`src/rtl/dma_link_pkg.sv`:
```
package dma_link_pkg;
   localparam int NREG     = 6;
   localparam int FLAG_LSB = 16;
   localparam logic [31:0] LNK_KEEP = 32'h003F_FFFC;

   typedef enum logic [2:0] {
      SEL_TR1 = 3'd0,
      SEL_TR2 = 3'd1,
      SEL_BLK = 3'd2,
      SEL_SRC = 3'd3,
      SEL_DST = 3'd4,
      SEL_LNK = 3'd5
   } reg_sel_e;

   typedef enum logic {
      ST_IDLE  = 1'b0,
      ST_FETCH = 1'b1
   } seq_st_e;
endpackage

```
`src/rtl/dma_link_pick.sv`:
```
module dma_link_pick #(
   parameter int N  = 6,
   localparam int IW = (N > 1) ? $clog2(N) : 1
) (
   input  logic [N-1:0]  mask,
   output logic          any,
   output logic [IW-1:0] idx
);
   // lowest set bit wins: fixed descriptor order
   always_comb begin
      any = 1'b0;
      idx = '0;
      for (int i = N - 1; i >= 0; i--) begin
         if (mask[i]) begin
            any = 1'b1;
            idx = IW'(i);
         end
      end
   end
endmodule

```
`src/rtl/dma_link_regs.sv`:
```
module dma_link_regs
   import dma_link_pkg::*;
#(
   parameter int DATA_W = 32,
   parameter int CNT_W  = 16
) (
   input  logic                        clk,
   input  logic                        rst_n,
   input  logic                        sw_we,
   input  logic [2:0]                  sw_sel,
   input  logic [DATA_W-1:0]           sw_data,
   input  logic                        ld_we,
   input  logic [2:0]                  ld_sel,
   input  logic [DATA_W-1:0]           ld_data,
   input  logic                        restore,
   output logic [NREG-1:0][DATA_W-1:0] regs_o
);
   logic [CNT_W-1:0] shadow_q;

   always_ff @(posedge clk or negedge rst_n) begin
      if (!rst_n)
         shadow_q <= '0;
      else if (sw_we && sw_sel == SEL_BLK)
         shadow_q <= sw_data[CNT_W-1:0];
   end

   for (genvar g = 0; g < NREG; g++) begin : g_reg
      logic [DATA_W-1:0] q;
      logic [DATA_W-1:0] keep;

      if (g == int'(SEL_LNK)) begin : g_lnk
         assign keep = LNK_KEEP[DATA_W-1:0];
      end else begin : g_std
         assign keep = '1;
      end

      if (g == int'(SEL_BLK)) begin : g_blk
         always_ff @(posedge clk or negedge rst_n) begin
            if (!rst_n)
               q <= '0;
            else if (sw_we && sw_sel == 3'(g))
               q <= sw_data & keep;
            else if (ld_we && ld_sel == 3'(g))
               q <= ld_data & keep;
            else if (restore)
               q[CNT_W-1:0] <= shadow_q;
         end
      end else begin : g_plain
         always_ff @(posedge clk or negedge rst_n) begin
            if (!rst_n)
               q <= '0;
            else if (sw_we && sw_sel == 3'(g))
               q <= sw_data & keep;
            else if (ld_we && ld_sel == 3'(g))
               q <= ld_data & keep;
         end
      end

      assign regs_o[g] = q;
   end
endmodule

```
`src/rtl/dma_link_seq.sv`:
```
module dma_link_seq
   import dma_link_pkg::*;
#(
   parameter int ADDR_W = 32
) (
   input  logic              clk,
   input  logic              rst_n,
   input  logic              xfer_done,
   input  logic [NREG-1:0]   lnk_flags,
   input  logic [13:0]       lnk_addr,
   input  logic [ADDR_W-17:0] link_base,
   output logic              mem_req,
   output logic [ADDR_W-1:0] mem_addr,
   input  logic              mem_rvalid,
   input  logic              mem_rerr,
   output logic              ld_we,
   output logic [2:0]        ld_sel,
   output logic              restore,
   output logic              busy_o,
   output logic              done_o,
   output logic              next_o,
   output logic              err_o
);
   seq_st_e           st_q;
   logic [NREG-1:0]   rem_q;
   logic [NREG-1:0]   rem_nx;
   logic [ADDR_W-1:0] ptr_q;
   logic              cur_any;
   logic [2:0]        cur;
   logic              is_last;
   logic              start;

   dma_link_pick #(.N(NREG)) u_pick (
      .mask (rem_q),
      .any  (cur_any),
      .idx  (cur)
   );

   assign is_last = (lnk_flags == '0) && (lnk_addr == '0);
   assign start   = (st_q == ST_IDLE) && xfer_done;
   assign restore = start && !is_last && !lnk_flags[SEL_BLK];
   assign rem_nx  = rem_q & ~(NREG'(1) << cur);

   assign busy_o   = (st_q == ST_FETCH);
   assign mem_req  = (st_q == ST_FETCH);
   assign mem_addr = ptr_q;
   assign ld_we    = (st_q == ST_FETCH) && mem_rvalid && !mem_rerr && cur_any;
   assign ld_sel   = cur;

   always_ff @(posedge clk or negedge rst_n) begin
      if (!rst_n) begin
         st_q   <= ST_IDLE;
         rem_q  <= '0;
         ptr_q  <= '0;
         done_o <= 1'b0;
         next_o <= 1'b0;
         err_o  <= 1'b0;
      end else begin
         done_o <= 1'b0;
         next_o <= 1'b0;
         err_o  <= 1'b0;
         if (st_q == ST_IDLE) begin
            if (xfer_done) begin
               if (is_last) begin
                  done_o <= 1'b1;
               end else begin
                  rem_q <= lnk_flags;
                  ptr_q <= {link_base, lnk_addr, 2'b00};
                  if (lnk_flags == '0)
                     next_o <= 1'b1;
                  else
                     st_q <= ST_FETCH;
               end
            end
         end else if (mem_rvalid) begin
            if (mem_rerr) begin
               err_o <= 1'b1;
               st_q  <= ST_IDLE;
            end else begin
               rem_q <= rem_nx;
               ptr_q <= ptr_q + ADDR_W'(4);
               if (rem_nx == '0) begin
                  st_q   <= ST_IDLE;
                  next_o <= 1'b1;
               end
            end
         end
      end
   end
endmodule

```
`src/rtl/dma_link_loader.sv`:
```
module dma_link_loader
   import dma_link_pkg::*;
#(
   parameter int ADDR_W = 32,
   parameter int DATA_W = 32,
   parameter int CNT_W  = 16
) (
   input  logic              clk,
   input  logic              rst_n,
   input  logic              cfg_we,
   input  logic [2:0]        cfg_sel,
   input  logic [DATA_W-1:0] cfg_wdata,
   input  logic [ADDR_W-17:0] link_base,
   input  logic              xfer_done,
   output logic              mem_req,
   output logic [ADDR_W-1:0] mem_addr,
   input  logic              mem_rvalid,
   input  logic [DATA_W-1:0] mem_rdata,
   input  logic              mem_rerr,
   output logic [DATA_W-1:0] reg_tr1,
   output logic [DATA_W-1:0] reg_tr2,
   output logic [DATA_W-1:0] reg_br,
   output logic [DATA_W-1:0] reg_sar,
   output logic [DATA_W-1:0] reg_dar,
   output logic [DATA_W-1:0] reg_llr,
   output logic              busy_o,
   output logic              done_o,
   output logic              next_o,
   output logic              err_o
);
   if (DATA_W != 32) begin : g_bad_data
      $error("dma_link_loader: DATA_W must be 32");
   end
   if (ADDR_W < 17) begin : g_bad_addr
      $error("dma_link_loader: ADDR_W must exceed 16");
   end
   if (CNT_W < 1 || CNT_W > 16) begin : g_bad_cnt
      $error("dma_link_loader: CNT_W must be 1..16");
   end

   logic [NREG-1:0][DATA_W-1:0] regs;
   logic       ld_we;
   logic [2:0] ld_sel;
   logic       restore;

   dma_link_regs #(.DATA_W(DATA_W), .CNT_W(CNT_W)) u_regs (
      .clk     (clk),
      .rst_n   (rst_n),
      .sw_we   (cfg_we && !busy_o),
      .sw_sel  (cfg_sel),
      .sw_data (cfg_wdata),
      .ld_we   (ld_we),
      .ld_sel  (ld_sel),
      .ld_data (mem_rdata),
      .restore (restore),
      .regs_o  (regs)
   );

   dma_link_seq #(.ADDR_W(ADDR_W)) u_seq (
      .clk        (clk),
      .rst_n      (rst_n),
      .xfer_done  (xfer_done),
      .lnk_flags  (regs[SEL_LNK][FLAG_LSB +: NREG]),
      .lnk_addr   (regs[SEL_LNK][15:2]),
      .link_base  (link_base),
      .mem_req    (mem_req),
      .mem_addr   (mem_addr),
      .mem_rvalid (mem_rvalid),
      .mem_rerr   (mem_rerr),
      .ld_we      (ld_we),
      .ld_sel     (ld_sel),
      .restore    (restore),
      .busy_o     (busy_o),
      .done_o     (done_o),
      .next_o     (next_o),
      .err_o      (err_o)
   );

   assign reg_tr1 = regs[SEL_TR1];
   assign reg_tr2 = regs[SEL_TR2];
   assign reg_br  = regs[SEL_BLK];
   assign reg_sar = regs[SEL_SRC];
   assign reg_dar = regs[SEL_DST];
   assign reg_llr = regs[SEL_LNK];
endmodule

```
`config.mk`:
```
export PLATFORM = sky130hd
export DESIGN_NAME = dma_link_loader
export DESIGN_NICKNAME = d
export VERILOG_FILES = /design/src/rtl/dma_link_pkg.sv /design/src/rtl/dma_link_pick.sv /design/src/rtl/dma_link_regs.sv /design/src/rtl/dma_link_seq.sv /design/src/rtl/dma_link_loader.sv
export SDC_FILE = /design/constraint.sdc
export NUM_CORES = 1
export LEC_CHECK = 0
export BUFFER_PORTS_ARGS = -buffer_cell sky130_fd_sc_hd__buf_2
export CAP_MARGIN = 20
export CORE_MARGIN = 3
export CORE_UTILIZATION = 53
export DETAILED_ROUTE_END_ITERATION = 6
export HOLD_SLACK_MARGIN = 0.02
export PLACE_DENSITY_LB_ADDON = 0.1
export SYNTH_ARGS = -nofsm -noshare
export SYNTH_HDL_FRONTEND = slang
export SYNTH_SLANG_ARGS = --single-unit
```
`constraint.sdc`:
```
create_clock -name clk -period 2.4 [get_ports clk]
set_clock_uncertainty 0.1 [all_clocks]
set_input_delay 0.72 -clock clk [delete_from_list [all_inputs] [get_ports clk]]
set_output_delay 0.72 -clock clk [all_outputs]
set_load 0.05 [all_outputs]
```
==> reports/metrics.cfg <==
[setup_path]
crit_fanout = 33
reg2reg_to = u_regs.g_reg[2].q[11]
criticalPathCategory = flop to output pin
endpoint_kind = output pin
slowest_delay_ns = 0.38
worstPathArrival_ns = 1.50
startpoint = u_seq.busy_o
rrSetupSlack_ns = 0.19
worst_setup_path_start_kind = flop
crit_chain = buf_4 > buf_12 > buf_6
critPathSlowestCell = dfrtp_1
worstPathRequired_ns = 1.58
rr_worst_depth = 6
reg2reg_from = u_regs.g_reg[5].q[6]

[sta]
max_freq_mhz = 432
relSlewSlack_pct = 61.2
worst_pin_slew_ns = 0.580
rsz0062_at_grt = no
slew_viol_final = 0
hold_viol_final = 0
fin_crit_sh_pct = 96.5
final-setup-viol-count = 0
finalCriticalPeriod_ns = 2.32
timing.hold.ws_ns = 0.300
setup_tns_ns = 0

[place]
postPlaceCellArea_mm2 = 0.0141
port_buffers = 303
place.gp.congestion = 0.859
dpl.cell_count = 1755
post-dp-hpwl_mm = 24.9

[routing]
wl_per_cell_um = 19.5
drc_errors = 0
viasPerCell = 5.65
first_iter_violations = 713
dr.pass1.iters = 5
drt-total-wl_mm = 35.1
vias = 10200
ant_nets = 0

[grt]
overflow = 0
antenna_found_initial = 1
grt_use_total_pct = 28.8
grt_pass1_wl_mm = 56.1
grt_max_degree = 70
grt_pass1_vias = 10100

[power]
power_frac_seq_pct = 30.1
combPwrFrac_pct = 52.7
p_leak_nw = 7.67
peakVddDrop_v = 0.000856
power_density_mw_per_mm2 = 1580
p_sw_mw = 12.2
p_int_mw = 11.5
power_switching_share_pct = 51.5
p_clk_share_pct = 17.2

[floorplanning]
start_util_pct = 54.8
fp.dieH_um = 155
dieWidth_um = 155
ios = 318
row_count = 53
die_area_mm2 = 0.0240
core_area_mm2 = 0.0214

[cells_and_area]
fin_util_pct = 70.1
synthToLayoutAreaGrowth_pct = 27.8
final_common_cell = buf_2
diodes = 0
layout-drive-gt1-share_pct = 31.4
design_area_mm2 = 0.0150
fill_cells = 1674
stdcell_count = 1801
seq_area_mm2 = 0.00591
final_cell_mix = buf_2, dfrtp_1, mux2i_1
layout.nets = 1599
multiInputGateArea_mm2 = 0.00540

[logic_synthesis]
ys.flop_type = dfrtp_1
synth-edff-count = 0
yosys.area.top_type = dfrtp_1
avgSynthCellArea_um2 = 9.98
netlist_instances = 1177
ys_seq_area_share_pct = 50.3
synth_top_cell_area_share_pct = 50.3
ys_async_sr_fraction_pct = 100
synth_area_mm2 = 0.0117
synth_compound_area_share_pct = 13.9
synth_area_leaders = dfrtp_1, mux2i_1, nand2_1, a21oi_1, nor2_1
synth-simple-area-share_pct = 13.5
synthAdderAreaFrac_pct = 0.192
yosys_warnings = 0
synthDistinctLibCells = 64
synth_xor_area_share_pct = 0
synth_top_family_by_area = multiplexers
synth_mux_area_share_pct = 17.5
yosys_register_bits = 236

[clock_tree]
cts_buffer_depth = 3
clock_sinks = 236
path_clk_slew_ns = 0.06
cts_buffers = 26
htree_levels = 1
cts_root_buffer = clkbuf_16
clk_latency_ns = 0.53
postCtsSetupRepairBufs = 0
cts_tree = yes

[min_path]
worstHoldPathType = primary input to flop
min_from = link_base[5]
hold_end = u_seq.mem_addr[21]
whs_path_depth = 3

[job]
maxCapViolations = 0

[run_status]
status = finished, final reports clean

## cell usage after synthesis, drive strengths merged (4+ instances only)
cell,number
clkbuf,34
inv,7
nor2,113
o22ai,4
a31oi,6
or4,4
nand2b,5
nand3,16
mux2,16
o211ai,4
a21oi,110
nor3,12
dfrtp,236
mux2i,187
o21ai,117
nand2,169
nor4,7
buf,57
and3,7
nand4,13
o22a,4
## power groups by stage
stage                     registers [mW]  clock network (mW)  logic [mW]
after detailed placement            7.15                   0        12.5
final                               7.13                4.08        12.5
after global routing                7.36                4.31        13.2
after CTS                           7.12                4.13        12.5
after floorplan                     12.9                   0        3.09
after global placement              7.12                   0        12.3
## cell families after synthesis
family	Yosys count
and+or+nand+nor	361
AOI/OAI and AO/OA	276
DFF	236
muxes	203
buffers and inverters	98
adders and majority gates	2
other	1
## through the flow
step / total power, mW / worst slack, ns
after floorplan: 16.0 / 0.00273
after global placement: 19.4 / -0.0949
after detailed placement: 19.6 / -0.108
after CTS: 23.8 / 0.0425
after global routing: 24.9 / 0.0316
final: 23.7 / 0.0846
## registers in the layout, summed over array words and instances, names as in the netlist
name             cells
u_regs.shadow_q     16
u_seq.done_o         1
u_seq.busy_o         1
u_regs.g.q         180
u_seq.err_o          1
u_seq.mem_addr      30
u_seq.next_o         1
u_seq.rem_q          6
## metal layers
layer,wire (um),vias to the layer above,share of wire (%),global-route usage (%)
met5,13,-,0.037,0
met4,852,2,2.4,7.49
met3,2510,56,7.1,6.24
met2,16500,358,47,45.9
met1,15300,4967,44,40.5
li1,-,4800,-,-
## critical path: cells and delay by family (launching register included)
family / cells / cell delay (ns)
buffers and inverters: 3 / 0.57
flip-flops: 1 / 0.38
## what timing repair did
| item | CTS | global route |
|---|---|---|
| gates resized for setup | 5 | 3 |
| setup endpoints to repair | 2 | 5 |
| endpoints found under the hold margin | 27 | 0 |
| hold buffers | 1 | 0 |
## how the worst max path moves through the flow
stage,to,slack (ns),cells past startpoint
4_1_cts,mem_req,0.04,3
2_1_floorplan,u_regs.g_reg[2].q[10],0.003,6
3_5_place_dp,u_regs.g_reg[1].q[0],-0.11,7
6_report,mem_req,0.08,3
5_1_grt,u_seq.mem_addr[20],0.03,6
3_3_place_gp,u_regs.g_reg[5].q[2],-0.09,6
## cell type report
| type | count | share of cell area, % |
|---|---|---|
| inverter | 7 | 0.175 |
| sequential | 236 | 39.3 |
| tap | 275 | 2.29 |
| clock inverter | 5 | 0.525 |
| clock buffer | 40 | 5.29 |
| timing repair buffer | 382 | 16.4 |
| multi-input combinational | 856 | 36.0 |
Note: power is estimated with default switching activity, not from simulation.
